$ cat config.mk
export PLATFORM = sky130hd
export DESIGN_NAME = psw_reg
export DESIGN_NICKNAME = d
export VERILOG_FILES = /design/src/rtl/psw_pkg.sv /design/src/rtl/psw_flag_eval.sv /design/src/rtl/psw_bit_unit.sv /design/src/rtl/psw_reg.sv
export SDC_FILE = /design/constraint.sdc
export NUM_CORES = 1
export LEC_CHECK = 0
export CAP_MARGIN = 10
export CORE_MARGIN = 2
export CORE_UTILIZATION = 25
export CTS_BUF_LIST = sky130_fd_sc_hd__clkbuf_8
export DETAILED_ROUTE_END_ITERATION = 10
export PLACE_DENSITY = 0.56
export SLEW_MARGIN = 20
export SYNTH_ARGS = -nofsm -noshare
export SYNTH_HDL_FRONTEND = slang
export SYNTH_SLANG_ARGS = --single-unit
$ cat constraint.sdc
create_clock -name clk -period 2.87 [get_ports clk]
set_clock_uncertainty 0.05 [all_clocks]
set_input_delay 0.574 -clock clk [delete_from_list [all_inputs] [get_ports clk]]
set_output_delay 0.574 -clock clk [all_outputs]
set_load 0.02 [all_outputs]
$ cat src/rtl/psw_pkg.sv
package psw_pkg;
  typedef enum logic [1:0] {
    CLS_NONE  = 2'b00,
    CLS_ARITH = 2'b01,
    CLS_LOGIC = 2'b10,
    CLS_IDLE  = 2'b11
  } alu_class_e;

  typedef enum logic [2:0] {
    BOP_NOP  = 3'd0,
    BOP_SET  = 3'd1,
    BOP_CLR  = 3'd2,
    BOP_CPL  = 3'd3,
    BOP_LDC  = 3'd4,
    BOP_STC  = 3'd5,
    BOP_ANDC = 3'd6,
    BOP_ORC  = 3'd7
  } bit_op_e;

  localparam int POS_CY = 0;
  localparam int POS_LT = 1;
  localparam int POS_PV = 2;
  localparam int POS_IE = 3;
  localparam int POS_AC = 4;
  localparam int POS_RSS = 5;
  localparam int POS_Z = 6;
  localparam int POS_S = 7;
  localparam int POS_BANK = 12;
  localparam int BANK_W = 3;
  localparam int POS_UF = 15;
  localparam int RSV_LO = 8;
  localparam int RSV_W = 4;
endpackage

$ cat src/rtl/psw_flag_eval.sv
module psw_flag_eval
  import psw_pkg::*;
#(
  parameter int W = 16
) (
  input  logic [W-1:0] res_i,
  input  logic         word_i,
  input  logic         carry_i,
  input  logic         ovf_i,
  input  alu_class_e   cls_i,
  output logic         upd_o,
  output logic         cy_upd_o,
  output logic         s_o,
  output logic         z_o,
  output logic         pv_o,
  output logic         cy_o
);
  localparam int HW = W / 2;

  logic [W-1:0] active;

  always_comb begin
    active   = word_i ? res_i : {{(W-HW){1'b0}}, res_i[HW-1:0]};
    s_o      = word_i ? res_i[W-1] : res_i[HW-1];
    z_o      = (active == '0);
    pv_o     = (cls_i == CLS_ARITH) ? ovf_i : ~(^active);
    cy_o     = carry_i;
    upd_o    = (cls_i == CLS_ARITH) || (cls_i == CLS_LOGIC);
    cy_upd_o = (cls_i == CLS_ARITH);
  end
endmodule

$ cat src/rtl/psw_bit_unit.sv
module psw_bit_unit
  import psw_pkg::*;
#(
  parameter int W = 16,
  parameter logic [W-1:0] WMASK = '1
) (
  input  logic [W-1:0]         cur_i,
  input  bit_op_e              op_i,
  input  logic [$clog2(W)-1:0] sel_i,
  output logic [W-1:0]         nxt_o,
  output logic                 active_o,
  output logic                 tst_o
);
  logic [W-1:0] tmp;
  logic         bv;

  always_comb begin
    tmp = cur_i;
    bv  = cur_i[sel_i];
    unique case (op_i)
      BOP_SET:  tmp[sel_i] = 1'b1;
      BOP_CLR:  tmp[sel_i] = 1'b0;
      BOP_CPL:  tmp[sel_i] = ~bv;
      BOP_LDC:  tmp[POS_CY] = bv;
      BOP_STC:  tmp[sel_i] = cur_i[POS_CY];
      BOP_ANDC: tmp[POS_CY] = cur_i[POS_CY] & bv;
      BOP_ORC:  tmp[POS_CY] = cur_i[POS_CY] | bv;
      default:  tmp = cur_i;
    endcase
    nxt_o    = tmp & WMASK;
    active_o = (op_i != BOP_NOP);
    tst_o    = bv;
  end
endmodule

$ cat src/rtl/psw_reg.sv
module psw_reg
  import psw_pkg::*;
#(
  parameter int W = 16
) (
  input  logic                 clk,
  input  logic                 rst_n,
  input  logic [W-1:0]         alu_res,
  input  logic                 alu_word,
  input  logic                 alu_carry,
  input  logic                 alu_ovf,
  input  logic [1:0]           alu_class,
  input  logic                 wr_hi_en,
  input  logic [W/2-1:0]       wr_hi_data,
  input  logic                 wr_lo_en,
  input  logic [W/2-1:0]       wr_lo_data,
  input  logic [2:0]           bit_op,
  input  logic [$clog2(W)-1:0] bit_sel,
  input  logic                 save_stb,
  input  logic                 restore_stb,
  output logic [W-1:0]         psw,
  output logic                 flag_s,
  output logic                 flag_z,
  output logic                 flag_cy,
  output logic                 flag_pv,
  output logic [BANK_W-1:0]    bank_sel,
  output logic                 bit_tst
);
  localparam int HW = W / 2;
  localparam logic [W-1:0] WMASK = ~({{(W-RSV_W){1'b0}}, {RSV_W{1'b1}}} << RSV_LO);

  logic [W-1:0] psw_q, shadow_q, psw_d;
  logic [W-1:0] bit_nxt;
  logic         bit_act;
  logic         f_upd, f_cy_upd, f_s, f_z, f_pv, f_cy;

  psw_flag_eval #(.W(W)) u_flags (
    .res_i    (alu_res),
    .word_i   (alu_word),
    .carry_i  (alu_carry),
    .ovf_i    (alu_ovf),
    .cls_i    (alu_class_e'(alu_class)),
    .upd_o    (f_upd),
    .cy_upd_o (f_cy_upd),
    .s_o      (f_s),
    .z_o      (f_z),
    .pv_o     (f_pv),
    .cy_o     (f_cy)
  );

  psw_bit_unit #(.W(W), .WMASK(WMASK)) u_bits (
    .cur_i    (psw_q),
    .op_i     (bit_op_e'(bit_op)),
    .sel_i    (bit_sel),
    .nxt_o    (bit_nxt),
    .active_o (bit_act),
    .tst_o    (bit_tst)
  );

  always_comb begin
    psw_d = psw_q;
    if (restore_stb) begin
      psw_d = shadow_q;
    end else if (wr_hi_en || wr_lo_en) begin
      if (wr_hi_en) psw_d[W-1:HW] = wr_hi_data;
      if (wr_lo_en) psw_d[HW-1:0] = wr_lo_data;
      psw_d = psw_d & WMASK;
    end else if (bit_act) begin
      psw_d = bit_nxt;
    end else if (f_upd) begin
      psw_d[POS_S]  = f_s;
      psw_d[POS_Z]  = f_z;
      psw_d[POS_PV] = f_pv;
      if (f_cy_upd) psw_d[POS_CY] = f_cy;
    end
  end

  always_ff @(posedge clk or negedge rst_n) begin
    if (!rst_n) begin
      psw_q    <= '0;
      shadow_q <= '0;
    end else begin
      psw_q <= psw_d;
      if (save_stb) shadow_q <= psw_q;
    end
  end

  assign psw      = psw_q;
  assign flag_s   = psw_q[POS_S];
  assign flag_z   = psw_q[POS_Z];
  assign flag_cy  = psw_q[POS_CY];
  assign flag_pv  = psw_q[POS_PV];
  assign bank_sel = psw_q[POS_BANK +: BANK_W];
endmodule

==> key figures, run 1 <==
CTS
  • CTS tree: yes
  • Clk_lat worst skew: 0.29 ns
  • Cts bufs inserted: 5
  • Clk slew on worst S/H paths: 0.06 ns
  • Postcts setup bufs: 0
  • Cts hold-fix bufs: 0
  • Post-CTS sizing: 7
  • CTS root buffer: clkbuf_8
  • Clock Sinks: 32
  • CTS Buffer Depth: 2
  • Htree depth: 2

Floorplanning
  • Die area: 10700 um^2
  • Row count: 36
  • CORE AREA: roughly 9700 um^2
  • Die Y: 103 um
  • Die Wd: 103 um
  • Initial Util: 0.254
  • I/O pin count: 74

Layout
  • Non-filler instance count after layout: around 500
  • Area Overhead vs Synth: 44.4%
  • Ant. Diodes: 0
  • Final core utilization: 0.367
  • Layout cells sized above 1: 0.188
  • Nets: 431

Synth
  • Adder-cell share of the synthesized area: 0.0457
  • Count of flip-flops with a built-in enable after synthesis: 0
  • Area share of the largest cell type after synthesis: 0.325
  • Synth warn: 0
  • Average cell area after synthesis: 8.61 um^2
  • Synthesized instance count: around 290
  • Synth Net Count: 345
  • Synth cell count leaders: 32 x dfrtp_1, 24 x nand2_1, 24 x o21ai_0
  • Ranking of synthesized cells by area: dfrtp_1 33%, mux2_2 6.4%, o21ai_0 4.9%
  • Most frequent cell after synthesis: dfrtp_1
  • Synth Area in Simple Gates: 0.171
  • Ys flop type: dfrtp_1
  • Seq cells post-synth: 32
  • Main combinational cell family by area after synthesis: compound AO/OA/AOI/OAI gates
  • Post-synthesis mux area share: 0.118
  • Post-synthesis xor/xnor area fraction: 0.0249
  • Mapped Area: approximately 2500 um^2
  • Compound-Gate Fraction of Synth Area: 0.236
  • Leading area contributor after synthesis: dfrtp_1
  • Asr flop ratio synth: 1.00
  • Sequential area share after synthesis: 0.325
  • Synth cell types: 49

Critical path
  • CP max FO: 4
  • Worst path cell trace: dlygate4sd2_1 -> mux4_2 -> mux4_2 -> buf_2
  • Worst endpoint data arrival time: 2.15 ns
  • Type of origin of the critical path: input pin
  • CP Capture Type: output pin
  • Critical path data required time: 2.25 ns
  • Crit path largest cell delay: 0.53 ns
  • Most common cell on crit path: mux4_2
  • Slowest stage cell, crit path: mux4_2
  • Crit path kind: input pin to output pin

Power
  • Switching Power: 0.508 mW
  • Internal power: 1.07 mW
  • Combinational Power Share: 0.375
  • Clock power share: 0.276
  • VDD IR max: 0.272 mV
  • Sw Ratio: 0.322
  • Flop pwr share: 0.349
  • Static Leak: 1.52 nW
  • Cell Pwr Density: ~440 nW/um^2

STA
  • Slew headroom: 0.631
  • Hold Fails Final Rpt: 0
  • Final worst slack: 0.0953 ns
  • Final Cycle Share: 0.967
  • Peak Freq: between 300 and 400 MHz
  • Worst Tran Pin Value: 0.549 ns
  • Final Slew Violations: 0
  • RSZ-0062 raised after global routing: false
  • Setup TNS: 0 ns
  • Final setup viols: 0
  • Final min period: 2.77 ns
  • Hold WS: 0.451 ns

Place
  • Placed cell count: 498
  • Routability cong.: 0.912
  • Port Buffers: 69
  • DP HPWL: roughly 6.1 mm
  • Dpl ws: -0.584 ns

Route
  • Wire per inst: about 15 um
  • Post-route ant nets: 0
  • Vias: ~2500
  • DR vias/cell: 4.87
  • Pre-antenna DRT Iters: 4
  • Final WL: 7.63 mm
  • DR DRC count: 0
  • Drt initial violations: 121

GRT
  • Vias in the first global route: around 2500
  • GRT Overall Usage: 0.149
  • Largest net degree at the start of global routing: 33
  • Remaining Overflow, GRT: 0
  • First-pass GRT wire length: 12.3 mm
  • Initial antenna violation count: 0

Outcome
  • Status: complete, no violations

Worst hold path
  • Hold crit path type: flop to flop

Job
  • Max-Cap Viols: 0
## per-stage QoR
step	power, mW	cell area [um^2]
after floorplan	0.889	2460
after global placement	1.16	3450
after detailed placement	1.16	3450
after CTS	1.60	3560
after global routing	1.68	3560
final	1.58	3560
## cells by family (layout without fill, tap and decap cells)
logic type | Yosys count | after routing
multiplexers | 21 | 21
AO/OA/AOI/OAI | 90 | 90
XOR/XNOR | 7 | 7
buffers and inverters | 41 | 128
flip-flops | 32 | 32
AND/OR/NAND/NOR | 86 | 86
adder cells (fa/ha/maj) | 9 | 9
## final timing paths
kind | from | endpoint | slack (ns) | cells past startpoint
min reg2reg | shadow_q[1]$_DFFE_PN0P_ | psw[1]$_DFFE_PN0P_ | 0.45 | 2
max reg2reg | psw[4]$_DFFE_PN0P_ | psw[7]$_DFFE_PN0P_ | 0.41 | 7
max in group asynchronous | rst_n | psw[5]$_DFFE_PN0P_ | 1.83 | 2
min | shadow_q[1]$_DFFE_PN0P_ | psw[1]$_DFFE_PN0P_ | 0.45 | 2
max | bit_sel[0] | bit_tst | 0.1 | 4
min in group asynchronous | rst_n | shadow_q[0]$_DFFE_PN0P_ | 0.62 | 2
## worst max-delay path, delay by kind of cell
| family | cells | cell delay [ns] |
|---|---|---|
| buf+inv | 2 | 0.52 |
| mux | 2 | 1.06 |
## power groups by stage
stage / Sequential, mW / Clock (mW) / Combinational (mW)
after floorplan: 0.587 / 0 / 0.302
after global placement: 0.560 / 0 / 0.596
after detailed placement: 0.560 / 0 / 0.600
after CTS: 0.551 / 0.449 / 0.601
after global routing: 0.558 / 0.469 / 0.653
final: 0.551 / 0.436 / 0.593
## per-layer routing
| metal | vias to the layer above | wire, um | GRT usage |
|---|---|---|---|
| met5 | - | 0 | 0 |
| met2 | 63 | 3580 | 0.245 |
| li1 | 1201 | - | - |
| met4 | 0 | 104 | 0.0344 |
| met1 | 1189 | 3560 | 0.206 |
| met3 | 11 | 381 | 0.0269 |
## cell usage in the layout, fill, tap and decap left out, types with 3 or more instances in the layout
master | synthesis | final
o21ai_1 | 3 | 3
nand2b_1 | 4 | 4
nor2_1 | 20 | 20
mux2_2 | 14 | 14
a22oi_1 | 3 | 3
o22ai_1 | 4 | 4
inv_1 | 15 | 16
o21ai_0 | 24 | 24
clkdlybuf4s50_1 | 0 | 66
dfrtp_1 | 32 | 32
xnor2_1 | 6 | 6
nand2_1 | 24 | 24
a22o_1 | 4 | 4
ha_1 | 9 | 9
and3_1 | 3 | 3
a31oi_1 | 6 | 6
nand3_1 | 5 | 5
mux4_2 | 5 | 5
clkbuf_8 | 0 | 5
a21oi_1 | 21 | 21
o21a_1 | 6 | 6
nor3_1 | 8 | 8
nor2b_1 | 10 | 10
buf_4 | 8 | 35
## cell type report
cell class | instances | area [um^2]
fill | 1000 | 6130
inverter | 15 | 56.3
clock buffer | 5 | 68.8
clock inverter | 3 | 38.8
timing repair buffer | 105 | 957
tap | 133 | 166
multi-input combinational | 213 | 1470
sequential | 32 | 801
No activity file was read; power rests on OpenSTA's default activity.
==> run 2: changes to the inputs <==
--- a/config.mk
+++ b/config.mk
@@ -10,7 +10,7 @@
 export CORE_UTILIZATION = 25
 export CTS_BUF_LIST = sky130_fd_sc_hd__clkbuf_8
 export DETAILED_ROUTE_END_ITERATION = 10
-export PLACE_DENSITY = 0.56
+export PLACE_DENSITY_LB_ADDON = 0.05
 export SLEW_MARGIN = 20
 export SYNTH_ARGS = -nofsm -noshare
 export SYNTH_HDL_FRONTEND = slang
==> run 2 against run 1 <==
- die area unchanged
- count of clock-buffer cells in the layout is the same
- hold slack better by 0.0042 ns
- largest cell class unchanged
- highest routed layer unchanged
==> key figures, run 2 (synthesized netlist as in run 1, its figures left out) <==
GRT
  • Initial antenna violation count: 0 (unchanged)
  • GRT Overall Usage: 0.166 (was 0.149)
  • First-pass GRT wire length: 13.3 mm (was 12.3 mm)
  • Largest net degree at the start of global routing: 33 (unchanged)
  • Remaining Overflow, GRT: 0 (unchanged)
  • Vias in the first global route: 2537 (was 2505)

CTS
  • CTS Buffer Depth: 2 (unchanged)
  • CTS tree: yes (unchanged)
  • Post-CTS sizing: 7 (unchanged)
  • Cts bufs inserted: 5 (unchanged)
  • Htree depth: 2 (unchanged)
  • Clk_lat worst skew: 0.30 ns (was 0.29 ns)
  • Clock Sinks: 32 (unchanged)
  • Clk slew on worst S/H paths: 0.08 ns (was 0.06 ns)
  • CTS root buffer: clkbuf_8 (unchanged)
  • Postcts setup bufs: 0 (unchanged)
  • Cts hold-fix bufs: 0 (unchanged)

STA
  • Setup TNS: 0 ns (unchanged)
  • Final Slew Violations: 0 (unchanged)
  • Final Cycle Share: 0.970 (was 0.967)
  • Final min period: 2.78 ns (was 2.77 ns)
  • Worst Tran Pin Value: 0.442 ns (was 0.549 ns)
  • Slew headroom: 0.702 (was 0.631)
  • Final setup viols: 0 (unchanged)
  • Hold Fails Final Rpt: 0 (unchanged)
  • RSZ-0062 raised after global routing: false (unchanged)
  • Peak Freq: 359 MHz (was 360 MHz)

Route
  • DR vias/cell: 4.84 (was 4.87)
  • Pre-antenna DRT Iters: 4 (unchanged)
  • DR DRC count: 0 (unchanged)
  • Vias: 2466 (was 2464)
  • Post-route ant nets: 0 (unchanged)
  • Drt initial violations: 75 (was 121)
  • Wire per inst: 16.4 um (was 15.1 um)
  • Final WL: 8.34 mm (was 7.63 mm)

Power
  • Cell Pwr Density: 446 nW/um^2 (was 445 nW/um^2)
  • VDD IR max: 0.177 mV (was 0.272 mV)
  • Static Leak: 1.54 nW (was 1.52 nW)
  • Overall power: 1.60 mW (was 1.58 mW)

Critical path
  • Slowest stage cell, crit path: mux4_2 (unchanged)
  • Crit path largest cell delay: 0.54 ns (was 0.53 ns)
  • Critical path data required time: 2.25 ns (about the same)
  • Worst path cell trace: dlygate4sd2_1 -> mux4_2 -> mux4_2 -> buf_2 (unchanged)
  • Type of origin of the critical path: input pin (unchanged)
  • Worst endpoint data arrival time: 2.16 ns (was 2.15 ns)
  • Most common cell on crit path: mux4_2 (unchanged)
  • CP max FO: 4 (unchanged)
  • Crit path kind: input pin to output pin (unchanged)
  • CP Capture Type: output pin (unchanged)

Layout
  • Most frequent cells in the layout: 66 x clkdlybuf4s50_1, 38 x buf_4, 32 x dfrtp_1 (was 66 x clkdlybuf4s50_1, 35 x buf_4, 32 x dfrtp_1)
  • Nets: 434 (was 431)
  • Final core utilization: 0.370 (was 0.367)
  • Non-filler instance count after layout: 509 (was 506)
  • Layout cells sized above 1: 0.194 (was 0.188)
  • Most common cell after layout, fill and taps aside: clkdlybuf4s50_1 (unchanged)
  • Ant. Diodes: 0 (unchanged)
  • Area Overhead vs Synth: 45.3% (was 44.4%)

Job
  • Max-Cap Viols: 0 (unchanged)

Floorplanning
  • Die area: 10700 um^2 (unchanged)
  • Row count: 36 (unchanged)
  • CORE AREA: 9680 um^2 (unchanged)
  • Die Wd: 103 um (unchanged)
  • Die Y: 103 um (unchanged)
  • I/O pin count: 74 (unchanged)
  • Initial Util: 0.254 (unchanged)

Place
  • Routability cong.: 0.848 (was 0.912)
  • DP HPWL: 6.57 mm (was 6.10 mm)
  • Port Buffers: 69 (unchanged)
  • Placed cell count: 501 (was 498)

Worst hold path
  • Hold crit path type: flop to flop (unchanged)

Outcome
  • Status: complete, no violations (unchanged)
-- run 2: cell count changes in the layout (fill, tap and decap cells not counted), sizes merged --
| cell | delta |
|---|---|
| buf | +3 |
-- run 2: where the power goes --
group          internal (mW)  switching [mW]  leakage [nW]
logic                  0.312           0.289          1.06
clock network          0.254           0.191        0.0593
registers              0.508          0.0440         0.415
-- run 2: metal layers --
layer	track usage	wire, um	vias up	part of all wire
li1	-	-	1213	-
met1	0.231	4040	1207	0.48
met2	0.273	3920	41	0.47
met3	0.0289	318	5	0.038
met4	0.0334	62	0	0.0074
met5	0	0	-	0
-- run 2: stage by stage --
step / area, um^2 / hold WS, ns / setup slack, ns
after floorplan: 2460 / 0.228 / 0.412
after global placement: 3470 / 0.430 / -0.557
after detailed placement: 3470 / 0.441 / -0.590
after CTS: 3580 / 0.459 / 0.0560
after global routing: 3580 / 0.476 / 0.0268
final: 3580 / 0.455 / 0.0874
-- run 2: final timing paths --
| path | cells after the start | slack [ns] | from | end |
|---|---|---|---|---|
| setup / recovery | 4 | 0.09 | bit_sel[0] | bit_tst |
| min in group asynchronous | 2 | 0.62 | rst_n | shadow_q[0]$_DFFE_PN0P_ |
| setup reg to reg | 7 | 0.38 | psw[12]$_DFFE_PN0P_ | psw[7]$_DFFE_PN0P_ |
| hold reg to reg | 2 | 0.46 | shadow_q[1]$_DFFE_PN0P_ | psw[1]$_DFFE_PN0P_ |
| max in group asynchronous | 2 | 1.82 | rst_n | psw[5]$_DFFE_PN0P_ |
| hold / removal | 2 | 0.46 | shadow_q[1]$_DFFE_PN0P_ | psw[1]$_DFFE_PN0P_ |
-- run 2: layout make-up --
class,instances,area (um^2)
clock buffer,5,68.8
clock inverter,3,38.8
fill,1020,6110
inverter,15,56.3
multi-input combinational,213,1470
sequential,32,801
tap,133,166
timing repair buffer,108,980
-- run 2: critical path, delay by kind of cell --
family,cells,cell delay [ns]
mux,2,1.07
buf+inv,2,0.52
==> run 3: changes to the inputs <==
--- a/config.mk
+++ b/config.mk
@@ -9,9 +9,11 @@
 export CORE_MARGIN = 2
 export CORE_UTILIZATION = 25
 export CTS_BUF_LIST = sky130_fd_sc_hd__clkbuf_8
+export CTS_CLUSTER_SIZE = 8
 export DETAILED_ROUTE_END_ITERATION = 10
 export PLACE_DENSITY_LB_ADDON = 0.05
 export SLEW_MARGIN = 20
 export SYNTH_ARGS = -nofsm -noshare
 export SYNTH_HDL_FRONTEND = slang
+export SYNTH_HIERARCHICAL = 1
 export SYNTH_SLANG_ARGS = --single-unit
==> run 3 against run 2 <==
- core utilization fell by 0.71 points
- power up 7.7%
- die area grew 0.78%
- via count down 8.1%
- highest routed layer unchanged
- final area fell by 1.9%
==> key figures, run 3 <==
Critical path
  • Type of origin of the critical path: input pin (unchanged)
  • Critical path data required time: 2.25 ns (about the same)
  • Crit path largest cell delay: 0.56 ns (was 0.54 ns)
  • Crit path kind: input pin to output pin (unchanged)
  • Slowest stage cell, crit path: mux4_2 (unchanged)
  • Buf+Inv Stages, Crit Path: 2 (unchanged)
  • CP top delay family: multiplexers (unchanged)
  • Worst path cell trace: dlygate4sd2_1 -> mux4_2 -> mux2i_4 -> mux2i_2 -> clkdlybuf4s15_2 (was dlygate4sd2_1 -> mux4_2 -> mux4_2 -> buf_2)
  • CP max FO: 4 (unchanged)
  • CP Capture Type: output pin (unchanged)
  • Worst endpoint data arrival time: 2.05 ns (was 2.16 ns)

STA
  • Hold Fails Final Rpt: 0 (unchanged)
  • Final setup viols: 0 (unchanged)
  • Worst Tran Pin Value: 0.567 ns (was 0.442 ns)
  • Final Slew Violations: 0 (unchanged)
  • Final Cycle Share: 0.931 (was 0.970)
  • Peak Freq: 374 MHz (was 359 MHz)
  • Slew headroom: 0.621 (was 0.702)
  • Final min period: 2.67 ns (was 2.78 ns)
  • RSZ-0062 raised after global routing: false (unchanged)
  • Final worst slack: 0.197 ns (was 0.0874 ns)
  • Setup TNS: 0 ns (unchanged)

Synth
  • Mapped Area: 2480 um^2 (was 2460 um^2)
  • Count of flip-flops with a built-in enable after synthesis: 0 (unchanged)
  • Compound-Gate Fraction of Synth Area: 0.204 (was 0.236)
  • Synth Area in Simple Gates: 0.137 (was 0.171)
  • Ranking of synthesized cells by area: dfrtp_1 32%, mux2_1 7.3%, a31oi_1 4.5% (was dfrtp_1 33%, mux2_2 6.4%, o21ai_0 4.9%)
  • Area share of the largest cell type after synthesis: 0.323 (was 0.325)
  • Average cell area after synthesis: 9.40 um^2 (was 8.61 um^2)
  • Most frequent cell after synthesis: dfrtp_1 (unchanged)
  • Synthesized instance count: 264 (was 286)
  • Main combinational cell family by area after synthesis: compound AO/OA/AOI/OAI gates (unchanged)
  • Asr flop ratio synth: 1.00 (unchanged)
  • Leading area contributor after synthesis: dfrtp_1 (unchanged)
  • Ys flop type: dfrtp_1 (unchanged)
  • Seq cells post-synth: 32 (unchanged)
  • Post-synthesis mux area share: 0.167 (was 0.118)
  • Adder-cell share of the synthesized area: 0.0454 (was 0.0457)
  • Synth cell types: 46 (was 49)
  • Synth warn: 6 (was 0)
  • Synth cell count leaders: 32 x dfrtp_1, 22 x nand2_1, 18 x a31oi_1 (was 32 x dfrtp_1, 24 x nand2_1, 24 x o21ai_0)
  • Post-synthesis xor/xnor area fraction: 0.0247 (was 0.0249)
  • Sequential area share after synthesis: 0.323 (was 0.325)

Power
  • Static Leak: 1.51 nW (was 1.54 nW)
  • Cell Pwr Density: 490 nW/um^2 (was 446 nW/um^2)
  • VDD IR max: 0.282 mV (was 0.177 mV)

GRT
  • Largest net degree at the start of global routing: 35 (was 33)
  • Vias in the first global route: 2320 (was 2537)
  • Initial antenna violation count: 0 (unchanged)
  • Remaining Overflow, GRT: 0 (unchanged)
  • GRT Overall Usage: 0.145 (was 0.166)
  • First-pass GRT wire length: 12.4 mm (was 13.3 mm)

CTS
  • Clk slew on worst S/H paths: 0.07 ns (was 0.08 ns)
  • Cts bufs inserted: 5 (unchanged)
  • Clk_lat worst skew: 0.28 ns (was 0.30 ns)
  • Cts hold-fix bufs: 0 (unchanged)
  • CTS tree: yes (unchanged)
  • CTS Buffer Depth: 2 (unchanged)
  • CTS root buffer: clkbuf_8 (unchanged)
  • Clock Sinks: 32 (unchanged)
  • Htree depth: 2 (unchanged)

Floorplanning
  • CORE AREA: 9680 um^2 (unchanged)
  • Die Y: 104 um (was 103 um)
  • I/O pin count: 74 (unchanged)
  • Die area: 10700 um^2 (about the same)
  • Die Wd: 104 um (was 103 um)
  • Initial Util: 0.256 (was 0.254)
  • Row count: 36 (unchanged)

Place
  • Routability cong.: 0.825 (was 0.848)
  • Port Buffers: 69 (unchanged)
  • DP HPWL: 5.95 mm (was 6.57 mm)
  • Area after DPL: 3380 um^2 (was 3470 um^2)
  • Dpl ws: -0.380 ns (was -0.590 ns)

Layout
  • Post-route cell area: 3510 um^2 (was 3580 um^2)
  • Ant. Diodes: 0 (unchanged)
  • Most frequent cells in the layout: 66 x clkdlybuf4s50_1, 32 x dfrtp_1, 29 x buf_4 (was 66 x clkdlybuf4s50_1, 38 x buf_4, 32 x dfrtp_1)
  • Area Overhead vs Synth: 41.4% (was 45.3%)
  • Final core utilization: 0.362 (was 0.370)
  • Most common cell after layout, fill and taps aside: clkdlybuf4s50_1 (unchanged)
  • Nets: 404 (was 434)
  • Layout cells sized above 1: 0.159 (was 0.194)
  • Final-layout fill cell count: 1015 (was 1020)

Route
  • Wire per inst: 16.0 um (was 16.4 um)
  • Drt initial violations: 80 (was 75)
  • DR DRC count: 0 (unchanged)
  • DR vias/cell: 4.73 (was 4.84)
  • Final WL: 7.66 mm (was 8.34 mm)
  • Pre-antenna DRT Iters: 4 (unchanged)
  • Vias: 2267 (was 2466)
  • Post-route ant nets: 0 (unchanged)

Job
  • Max-Cap Viols: 0 (unchanged)

Outcome
  • Status: complete, no violations (unchanged)

Worst hold path
  • Hold crit path type: flop to flop (unchanged)
## run 3: final timing paths
| path | startpoint | endpoint | slack (ns) | cells past startpoint |
|---|---|---|---|---|
| hold / removal | shadow_q[10]$_DFFE_PN0P_ | psw[10]$_DFFE_PN0P_ | 0.43 | 2 |
| setup reg to reg | psw[8]$_DFFE_PN0P_ | psw[0]$_DFFE_PN0P_ | 0.48 | 8 |
| max in group asynchronous | rst_n | shadow_q[4]$_DFFE_PN0P_ | 1.78 | 2 |
| setup / recovery | bit_sel[1] | bit_tst | 0.20 | 5 |
| min in group asynchronous | rst_n | psw[2]$_DFFE_PN0P_ | 0.66 | 2 |
| hold reg to reg | shadow_q[10]$_DFFE_PN0P_ | psw[10]$_DFFE_PN0P_ | 0.43 | 2 |
## run 3: final cells by class
cell class / instances / area, um^2 / share of cell area
multi-input combinational: 193 / 1450 / 0.414
timing repair buffer: 98 / 907 / 0.258
sequential: 32 / 801 / 0.228
tap: 133 / 166 / 0.0474
clock buffer: 7 / 96.3 / 0.0275
inverter: 15 / 56.3 / 0.0160
clock inverter: 1 / 30.0 / 0.00856
## run 3: through the flow
step	instances	hold slack, ns	power, mW
6_report	479	0.430	1.72
3_3_place_gp	471	0.413	1.25
3_5_place_dp	471	0.417	1.25
5_1_grt	479	0.451	1.82
2_1_floorplan	267	0.228	0.959
4_1_cts	479	0.435	1.75
## run 3: what timing repair did
item	CTS	global route
setup endpoints to repair	8	1
setup buffers	0	0
pin swaps	0	1
resized for setup	5	1
## run 3: power breakdown
group / switching, mW / total, mW / internal [mW]
registers: 0.0548 / 0.577 / 0.522
logic: 0.317 / 0.660 / 0.342
clock network: 0.177 / 0.483 / 0.307
## run 3: logic make-up (layout without fill, tap and decap cells)
| kind of cell | Yosys count | in the layout |
|---|---|---|
| and+or+nand+nor | 67 | 67 |
| xor gates and xnor gates | 7 | 7 |
| DFF | 32 | 32 |
| AOI/OAI and AO/OA | 75 | 75 |
| other | 1 | 4 |
| adders and majority gates | 9 | 9 |
| muxes | 31 | 31 |
| buffers and inverters | 42 | 121 |
## run 3: worst register-to-register path, delay by kind of cell, from the launching register on
kind / cells / cell delay (ns)
AOI/OAI and AO/OA: 3 / 0.43
muxes: 4 / 0.97
DFF: 1 / 0.46
and+or+nand+nor: 1 / 0.38
## run 3: metal layers
layer	track usage	wire, um
met4	0.0270	56
met2	0.235	3430
met3	0.0271	254
met1	0.205	3920
met5	0	0
